File: src/rtl/flash_probe_pkg.sv
// Package: command table and sequencer state type for the flash ID probe.
// Assumes the four probes are indexed 0..3 in their issue order.
package flash_probe_pkg;

    typedef enum logic [2:0] {
        ST_BOOT,
        ST_SEL,
        ST_XFER,
        ST_DESEL,
        ST_EVAL,
        ST_DONE
    } seq_state_t;

    localparam logic [1:0] LAST_PROBE = 2'd3;

    // Opcode for each probe slot, in issue order.
    function automatic logic [7:0] probe_opcode(input logic [1:0] p);
        case (p)
            2'd0:    return 8'h90;
            2'd1:    return 8'h15;
            2'd2:    return 8'h9F;
            default: return 8'hAB;
        endcase
    endfunction

    // Number of bytes sent before reading (opcode plus address bytes).
    function automatic logic [2:0] probe_cmd_len(input logic [1:0] p);
        case (p)
            2'd0, 2'd3: return 3'd4;
            default:    return 3'd1;
        endcase
    endfunction

    // Number of reply bytes clocked in.
    function automatic logic [2:0] probe_rd_len(input logic [1:0] p);
        case (p)
            2'd2:    return 3'd3;
            default: return 3'd2;
        endcase
    endfunction

endpackage

File: src/rtl/spi_byte_shifter.sv
// Module: spi_byte_shifter
// Shifts one byte out and one byte in using SPI mode 0, MSB first.
// Assumes start is pulsed only while idle and HALF_DIV >= 2 system clocks
// per SCK half period. Chip select is owned by the caller.
module spi_byte_shifter #(
    parameter int HALF_DIV = 2
) (
    input  logic       clk,
    input  logic       rst_n,
    input  logic       start,
    input  logic [7:0] tx_byte,
    output logic [7:0] rx_byte,
    output logic       byte_done,
    output logic       sck,
    output logic       mosi,
    input  logic       miso
);
    localparam int CW = $clog2(HALF_DIV + 1);
    localparam logic [CW-1:0] TICK_LAST = CW'(HALF_DIV - 1);

    logic [CW-1:0] tick_q;
    logic [2:0]    bit_q;
    logic          high_q;
    logic          busy_q;
    logic [7:0]    sh_q;

    assign mosi = sh_q[7];

    // Bit timing: low half then high half per bit, sample MISO on the rise.
    always_ff @(posedge clk) begin
        if (!rst_n) begin
            tick_q    <= '0;
            bit_q     <= '0;
            high_q    <= 1'b0;
            busy_q    <= 1'b0;
            sh_q      <= '0;
            rx_byte   <= '0;
            byte_done <= 1'b0;
            sck       <= 1'b0;
        end else begin
            byte_done <= 1'b0;
            if (start) begin
                busy_q <= 1'b1;
                sh_q   <= tx_byte;
                bit_q  <= 3'd7;
                high_q <= 1'b0;
                tick_q <= '0;
                sck    <= 1'b0;
            end else if (busy_q) begin
                if (tick_q == TICK_LAST) begin
                    tick_q <= '0;
                    if (!high_q) begin
                        sck     <= 1'b1;
                        high_q  <= 1'b1;
                        rx_byte <= {rx_byte[6:0], miso};
                    end else begin
                        sck    <= 1'b0;
                        high_q <= 1'b0;
                        if (bit_q == 3'd0) begin
                            busy_q    <= 1'b0;
                            byte_done <= 1'b1;
                        end else begin
                            bit_q <= bit_q - 3'd1;
                            sh_q  <= {sh_q[6:0], 1'b0};
                        end
                    end
                end else begin
                    tick_q <= tick_q + CW'(1);
                end
            end
        end
    end

    // a new byte is never launched over one in flight.
    a_r11_no_overlap: assert property (@(posedge clk) disable iff (!rst_n)
        start |-> !busy_q);
    // the byte completes with the clock back at its idle level.
    a_r11_done_idle_low: assert property (@(posedge clk) disable iff (!rst_n)
        byte_done |-> !sck);

endmodule

File: src/rtl/flash_probe_seq.sv
// Module: flash_probe_seq
// Runs the four identification frames in order and judges each reply.
// The first accepted reply ends the probe. Assumes one shifter and a
// single chip select. Starts one cycle after reset is released.
module flash_probe_seq
    import flash_probe_pkg::*;
(
    input  logic        clk,
    input  logic        rst_n,
    output logic        bm_start,
    output logic [7:0]  bm_tx,
    input  logic        bm_done,
    input  logic [7:0]  bm_rx,
    output logic        cs_n,
    output logic [15:0] id_q,
    output logic        valid_q,
    output logic        done_q
);
    seq_state_t  state_q;
    logic [1:0]  probe_q;
    logic [2:0]  idx_q;
    logic [7:0]  rb_q [0:3];

    logic [2:0]  cmd_len;
    logic [2:0]  total_len;
    logic [2:0]  slot;
    logic        accept;
    logic [15:0] cand;

    assign cmd_len   = probe_cmd_len(probe_q);
    assign total_len = cmd_len + probe_rd_len(probe_q);
    assign slot      = idx_q - cmd_len;

    // Reply judgement: which vendor bytes each probe accepts, and the ID layout.
    always_comb begin
        accept = 1'b0;
        cand   = '0;
        case (probe_q)
            2'd0: if (rb_q[0] == 8'hBF || rb_q[0] == 8'hEF) begin
                accept = 1'b1;
                cand   = {rb_q[0], rb_q[1]};
            end
            2'd1: if (rb_q[0] == 8'h1F) begin
                accept = 1'b1;
                cand   = {rb_q[0], rb_q[1]};
            end
            2'd2: if (rb_q[0] == 8'h1F) begin
                accept = 1'b1;
                cand   = {rb_q[0], rb_q[1]};
            end else if (rb_q[0] == 8'h20 || rb_q[0] == 8'h01 ||
                         rb_q[0] == 8'h1C || rb_q[0] == 8'hC2) begin
                accept = 1'b1;
                cand   = {rb_q[0], rb_q[2]};
            end
            default: if (rb_q[0] == 8'h11 || rb_q[0] == 8'h12) begin
                accept = 1'b1;
                cand   = {rb_q[0], rb_q[1]};
            end
        endcase
    end

    // Frame sequencing, reply capture and result latching.
    always_ff @(posedge clk) begin
        if (!rst_n) begin
            state_q  <= ST_BOOT;
            probe_q  <= '0;
            idx_q    <= '0;
            bm_start <= 1'b0;
            bm_tx    <= '0;
            cs_n     <= 1'b1;
            id_q     <= '0;
            valid_q  <= 1'b0;
            done_q   <= 1'b0;
            for (int i = 0; i < 4; i++) rb_q[i] <= '0;
        end else begin
            bm_start <= 1'b0;
            done_q   <= 1'b0;
            case (state_q)
                ST_BOOT: state_q <= ST_SEL;
                ST_SEL: begin
                    cs_n     <= 1'b0;
                    idx_q    <= '0;
                    bm_start <= 1'b1;
                    bm_tx    <= probe_opcode(probe_q);
                    state_q  <= ST_XFER;
                end
                ST_XFER: if (bm_done) begin
                    if (idx_q >= cmd_len) rb_q[slot[1:0]] <= bm_rx;
                    if (idx_q == total_len - 3'd1) begin
                        state_q <= ST_DESEL;
                    end else begin
                        idx_q    <= idx_q + 3'd1;
                        bm_start <= 1'b1;
                        bm_tx    <= 8'h00;
                    end
                end
                ST_DESEL: begin
                    cs_n    <= 1'b1;
                    state_q <= ST_EVAL;
                end
                ST_EVAL: begin
                    if (accept) begin
                        id_q    <= cand;
                        valid_q <= 1'b1;
                        done_q  <= 1'b1;
                        state_q <= ST_DONE;
                    end else if (probe_q == LAST_PROBE) begin
                        id_q    <= '0;
                        done_q  <= 1'b1;
                        state_q <= ST_DONE;
                    end else begin
                        probe_q <= probe_q + 2'd1;
                        state_q <= ST_SEL;
                    end
                end
                default: state_q <= ST_DONE;
            endcase
        end
    end

    // evaluating the last probe always ends the run.
    a_r1_last_probe_ends: assert property (@(posedge clk) disable iff (!rst_n)
        (state_q == ST_EVAL && probe_q == LAST_PROBE) |=> (state_q == ST_DONE));
    // done is a single-cycle pulse.
    a_r10_done_pulse: assert property (@(posedge clk) disable iff (!rst_n)
        done_q |=> !done_q);
    // results hold once finished.
    a_r10_result_sticky: assert property (@(posedge clk) disable iff (!rst_n)
        (state_q == ST_DONE) |=> ($stable(id_q) && $stable(valid_q)));

endmodule

File: src/rtl/flash_geom_decode.sv
// Module: flash_geom_decode
// Maps a flash ID to block size (KB) and block count. Purely combinational.
// Assumes vendor code in id[15:8] and device code in id[7:0].
module flash_geom_decode #(
    parameter int CNT_W = 12
) (
    input  logic [15:0]      id,
    output logic [7:0]       size_kb,
    output logic [CNT_W-1:0] count
);
    logic [7:0] vend;
    logic [7:0] dev;

    assign vend = id[15:8];
    assign dev  = id[7:0];

    // Vendor family picks the size; device code picks the count.
    always_comb begin
        size_kb = '0;
        count   = '0;
        case (vend)
            8'h01, 8'h20, 8'hC2, 8'hEF: begin
                size_kb = 8'd64;
                case (dev)
                    8'h11, 8'h12, 8'h13,
                    8'h14, 8'h15, 8'h16: count = CNT_W'(2) << dev[2:0];
                    8'h17, 8'h18:        count = CNT_W'(256);
                    8'h19:               count = CNT_W'(512);
                    8'h20:               count = CNT_W'(1024);
                    default:             count = '0;
                endcase
            end
            8'hBF: begin
                size_kb = 8'd4;
                if (dev == 8'h41) count = CNT_W'(512);
            end
            default: begin
                size_kb = '0;
                count   = '0;
            end
        endcase
    end

endmodule

File: src/rtl/flash_id_probe.sv
// Module: flash_id_probe (top)
// Identifies an attached SPI NOR flash after reset and reports its ID and
// geometry. Assumes a single flash device and mode-0 SPI timing.
module flash_id_probe #(
    parameter int HALF_DIV = 2,
    parameter int CNT_W    = 12
) (
    input  logic             clk,
    input  logic             rst_n,
    output logic             spi_cs_n,
    output logic             spi_sck,
    output logic             spi_mosi,
    input  logic             spi_miso,
    output logic             probe_done,
    output logic             id_valid,
    output logic [15:0]      flash_id,
    output logic [7:0]       blk_size_kb,
    output logic [CNT_W-1:0] blk_count
);
    logic       bm_start;
    logic [7:0] bm_tx;
    logic [7:0] bm_rx;
    logic       bm_done;

    spi_byte_shifter #(.HALF_DIV(HALF_DIV)) u_shift (
        .clk       (clk),
        .rst_n     (rst_n),
        .start     (bm_start),
        .tx_byte   (bm_tx),
        .rx_byte   (bm_rx),
        .byte_done (bm_done),
        .sck       (spi_sck),
        .mosi      (spi_mosi),
        .miso      (spi_miso)
    );

    flash_probe_seq u_seq (
        .clk      (clk),
        .rst_n    (rst_n),
        .bm_start (bm_start),
        .bm_tx    (bm_tx),
        .bm_done  (bm_done),
        .bm_rx    (bm_rx),
        .cs_n     (spi_cs_n),
        .id_q     (flash_id),
        .valid_q  (id_valid),
        .done_q   (probe_done)
    );

    flash_geom_decode #(.CNT_W(CNT_W)) u_geom (
        .id      (flash_id),
        .size_kb (blk_size_kb),
        .count   (blk_count)
    );

    // no clock activity while the flash is deselected.
    a_r11_sck_low_deselected: assert property (@(posedge clk) disable iff (!rst_n)
        spi_cs_n |-> !spi_sck);
    // an unaccepted probe reports a zero identifier.
    a_r6_zero_id_invalid: assert property (@(posedge clk) disable iff (!rst_n)
        (probe_done && !id_valid) |-> (flash_id == 16'h0000));
    // valid first appears together with the done pulse.
    a_r10_valid_with_done: assert property (@(posedge clk) disable iff (!rst_n)
        $rose(id_valid) |-> probe_done);
    // no block count is reported without a block size.
    a_r9_count_needs_size: assert property (@(posedge clk) disable iff (!rst_n)
        (blk_size_kb == 8'd0) |-> (blk_count == '0));

endmodule

File: config.mk
export PLATFORM = sky130hd
export DESIGN_NAME = flash_id_probe
export DESIGN_NICKNAME = d
export VERILOG_FILES = /design/src/rtl/flash_probe_pkg.sv /design/src/rtl/spi_byte_shifter.sv /design/src/rtl/flash_probe_seq.sv /design/src/rtl/flash_geom_decode.sv /design/src/rtl/flash_id_probe.sv
export SDC_FILE = /design/constraint.sdc
export NUM_CORES = 1
export LEC_CHECK = 0
export BUFFER_PORTS_ARGS = -buffer_cell sky130_fd_sc_hd__clkbuf_2
export CAP_MARGIN = 20
export CORE_UTILIZATION = 45
export CTS_CLUSTER_DIAMETER = 120
export CTS_CLUSTER_SIZE = 30
export DETAILED_ROUTE_END_ITERATION = 7
export GPL_TIMING_DRIVEN = 0
export PLACE_DENSITY_LB_ADDON = 0.25
export SETUP_SLACK_MARGIN = 0.05
export SYNTH_ARGS = -nofsm -noshare
export SYNTH_HDL_FRONTEND = slang
export SYNTH_SLANG_ARGS = --single-unit
File: constraint.sdc
create_clock -name clk -period 3.8 [get_ports clk]
set_input_delay 0.19 -clock clk [delete_from_list [all_inputs] [get_ports clk]]
set_output_delay 0.19 -clock clk [all_outputs]
set_load 0.02 [all_outputs]
==> qor.txt <==
crit-path cells - inv_1 > ha_1 > ha_1 > o211ai_1 > nor4_1 > nand2b_1
status - completed
met3 wire length - 309 um
Core Util, Final - 52.82%
Vias - 2803
post-synth cell types - 63
Post-Synthesis Cells - 371
Worst setup SP type - flip-flop
Critical Path Max Stage Delay - 0.84 ns
top_reg_cell synth - dfxtp_1
Avg WL per Cell - 13.86 um
io pins - 44
DRT Pass-1 Iters - 4
Fmax - 0.3313 GHz
Synthesis Warnings - 0
met2 WL post-DR - 3301 um
CTS Hold Bufs - 0
period utilisation layout - 79.43%
post-layout minimum cycle time - 3.018 ns
commonest cells after routing, fill and taps aside - dfxtp_1, nor2_1, clkbuf_2
peak supply drop - 0.0001595 V
placed cell count - 517
Ant. Diodes - 0
max layer used - met4
setup violators final - 0
Cell Pwr Density - 382.5 nW/um2
synthesized cell area - 3831 um2
GR Overflow Total - 0
# fillers - 757
WL met1 - 3663 um
Max Buffers Root-to-Sink - 2
die height - 94.27 um
H-tree depth - 3
final WL - 7417 um
total chip power - 1.660 mW
# nets final - 439
# DRC - 0
DIE AREA - 8887 um2
postcts setup bufs - 0
Chip Width - 94.27 um
initial antenna violation count - 0
Seq/Total Area, Yosys - 49.12%
worst skew pair latency - 0.36 ns
HPWL after DPL - 5474 um
type of the worst setup path - flip-flop to flip-flop
EDFF count, synth - 24
ANT nets after route - 0
Tot GR Track Use - 18.24%
Min-Delay Path Class - input pin to flip-flop
flip-flop and latch count after synthesis - 82
fin cells - 535
Initial Util - 46.63%
vias per cell - 5.239
static leakage - 1.712 nW
total negative slack - 0 ns
CP Buf/Inv Count - 1
CTS tree - built
DP Area - 4158 um2
Post-CTS Resized - 0
asr flop ratio synth - 0%
crit path max-delay cell type - nor4_1
Starting DRT DRC Count - 102
post-route cell area - 4340 um2
clk slew on worst S/H paths - 0.09 ns
CORE AREA - 8217 um2
critical path fanouts, max - 9
most common cell after layout, fill and taps aside - dfxtp_1
clock sink total - 82
cell mode on critical path - ha_1
worst slew pin tran - 1.054 ns
CP delay by family, top - simple AND/OR/NAND/NOR gates
CP Data Required Time - 3.82 ns
clock root buffer - clkbuf_8
layout cells sized above 1 - 17.21%
max_cap viols - 0
post-synthesis area per instance - 10.33 um2
number of global-route vias before repair - 2550
crit end category - flip-flop
Clock Skews - 0.01187 ns
Cell Rows - 33
IO buf count - 33
RePlAce Congestion - 0.8551
max-slew violation total from the final report - 0
number of CTS-inserted buffers - 9
pin count of the biggest net entering global routing - 15
first-pass GRT wire length - 12200 um
Final Hold Vio Count - 0
Slew HR - 29.60%
Area Overhead vs Synth - 13.29%
RSZ-0062 raised after global routing - false
arrival time worst endpoint - 3.04 ns
-- cells in the mapped netlist, drive strengths merged (6+ instances only) --
| master | count | area [um2] |
|---|---|---|
| a21oi | 16 | 80.08 |
| a22oi | 8 | 60.06 |
| and2 | 25 | 156.4 |
| buf | 12 | 91.33 |
| clkbuf | 10 | 38.78 |
| dfxtp | 58 | 1161 |
| edfxtp | 24 | 720.7 |
| ha | 11 | 137.6 |
| inv | 13 | 48.80 |
| mux2i | 17 | 170.2 |
| nand2 | 21 | 78.83 |
| nor2 | 40 | 150.1 |
| nor4 | 7 | 43.79 |
| o21ai | 9 | 48.80 |
| o2bb2ai | 16 | 152.7 |
| or3 | 6 | 42.54 |
| xnor2 | 8 | 70.07 |
-- metrics by stage --
stage / hold WS, ns / setup slack, ns
CTS: 0.07056 / 0.7775
finish: 0.07072 / 0.7816
global placement: 0.4204 / 0.8389
floorplan: 0.3339 / 1.330
global route: 0.09075 / 0.5065
detailed placement: 0.4308 / 0.7858
-- worst register-to-register path, stage by stage (launching register included) --
cell,delay (ns)
dfxtp_1,0.42
inv_1,0.12
ha_1,0.42
ha_1,0.36
o211ai_1,0.11
nor4_1,0.84
nand2b_1,0.42
-- cell families (layout without fill, tap and decap cells) --
family	count (synthesis)	after routing	share of synthesized area, %
AOI/OAI and AO/OA	75	75	15.68
xor gates and xnor gates	13	13	2.972
adders and majority gates	11	11	3.592
buffers and inverters	37	88	4.866
DFF	82	82	49.12
muxes	17	17	4.441
other	1	9	0.09788
and+or+nand+nor	135	135	19.24
-- layer usage --
| metal | up-vias | global-route usage, % |
|---|---|---|
| met3 | 13 | 3.883 |
| li1 | 1429 | - |
| met1 | 1304 | 24.49 |
| met5 | - | 0 |
| met4 | 0 | 8.462 |
| met2 | 57 | 27.84 |
-- worst paths after layout --
check,depth (start not counted),end,from,slack [ns]
setup / recovery,6,u_seq.rb_q[2][4],u_seq.probe_q[0],0.78
hold / removal,3,u_shift.rx_byte[0],spi_miso,0.07
setup reg to reg,6,u_seq.rb_q[2][4],u_seq.probe_q[0],0.78
hold reg to reg,2,u_shift.tick_q[1],u_shift.tick_q[1],0.44
-- where the power goes --
part / total [mW] / internal [mW] / switching, mW
Combinational: 0.150 / 0.0556 / 0.0944
Sequential: 0.955 / 0.933 / 0.0220
Clock: 0.555 / 0.237 / 0.318
-- flip-flops by register name, summed over array words and instances, names as in the netlist, 2 cells and up --
signal / count
u_shift.bit_q: 3
u_shift.sh_q: 8
u_seq.idx_q: 3
u_shift.tick_q: 2
u_seq.probe_q: 2
u_shift.rx_byte: 8
u_seq.bm_tx: 6
u_seq.id_q: 16
u_seq.rb_q: 24
u_seq.state_q: 3
-- final cells by class --
| class | count | area, um2 | area share (%) |
|---|---|---|---|
| Sequential cell | 82 | 1882 | 43.36 |
| Buffer | 22 | 130.1 | 2.998 |
| Multi-Input combinational cell | 260 | 1793 | 41.31 |
| Clock buffer | 10 | 127.6 | 2.940 |
| Inverter | 15 | 56.30 | 1.297 |
| Timing Repair Buffer | 35 | 177.7 | 4.093 |
| Clock inverter | 6 | 42.54 | 0.9801 |
| Tap cell | 105 | 131.4 | 3.027 |
(Power assumes the default switching activity.)
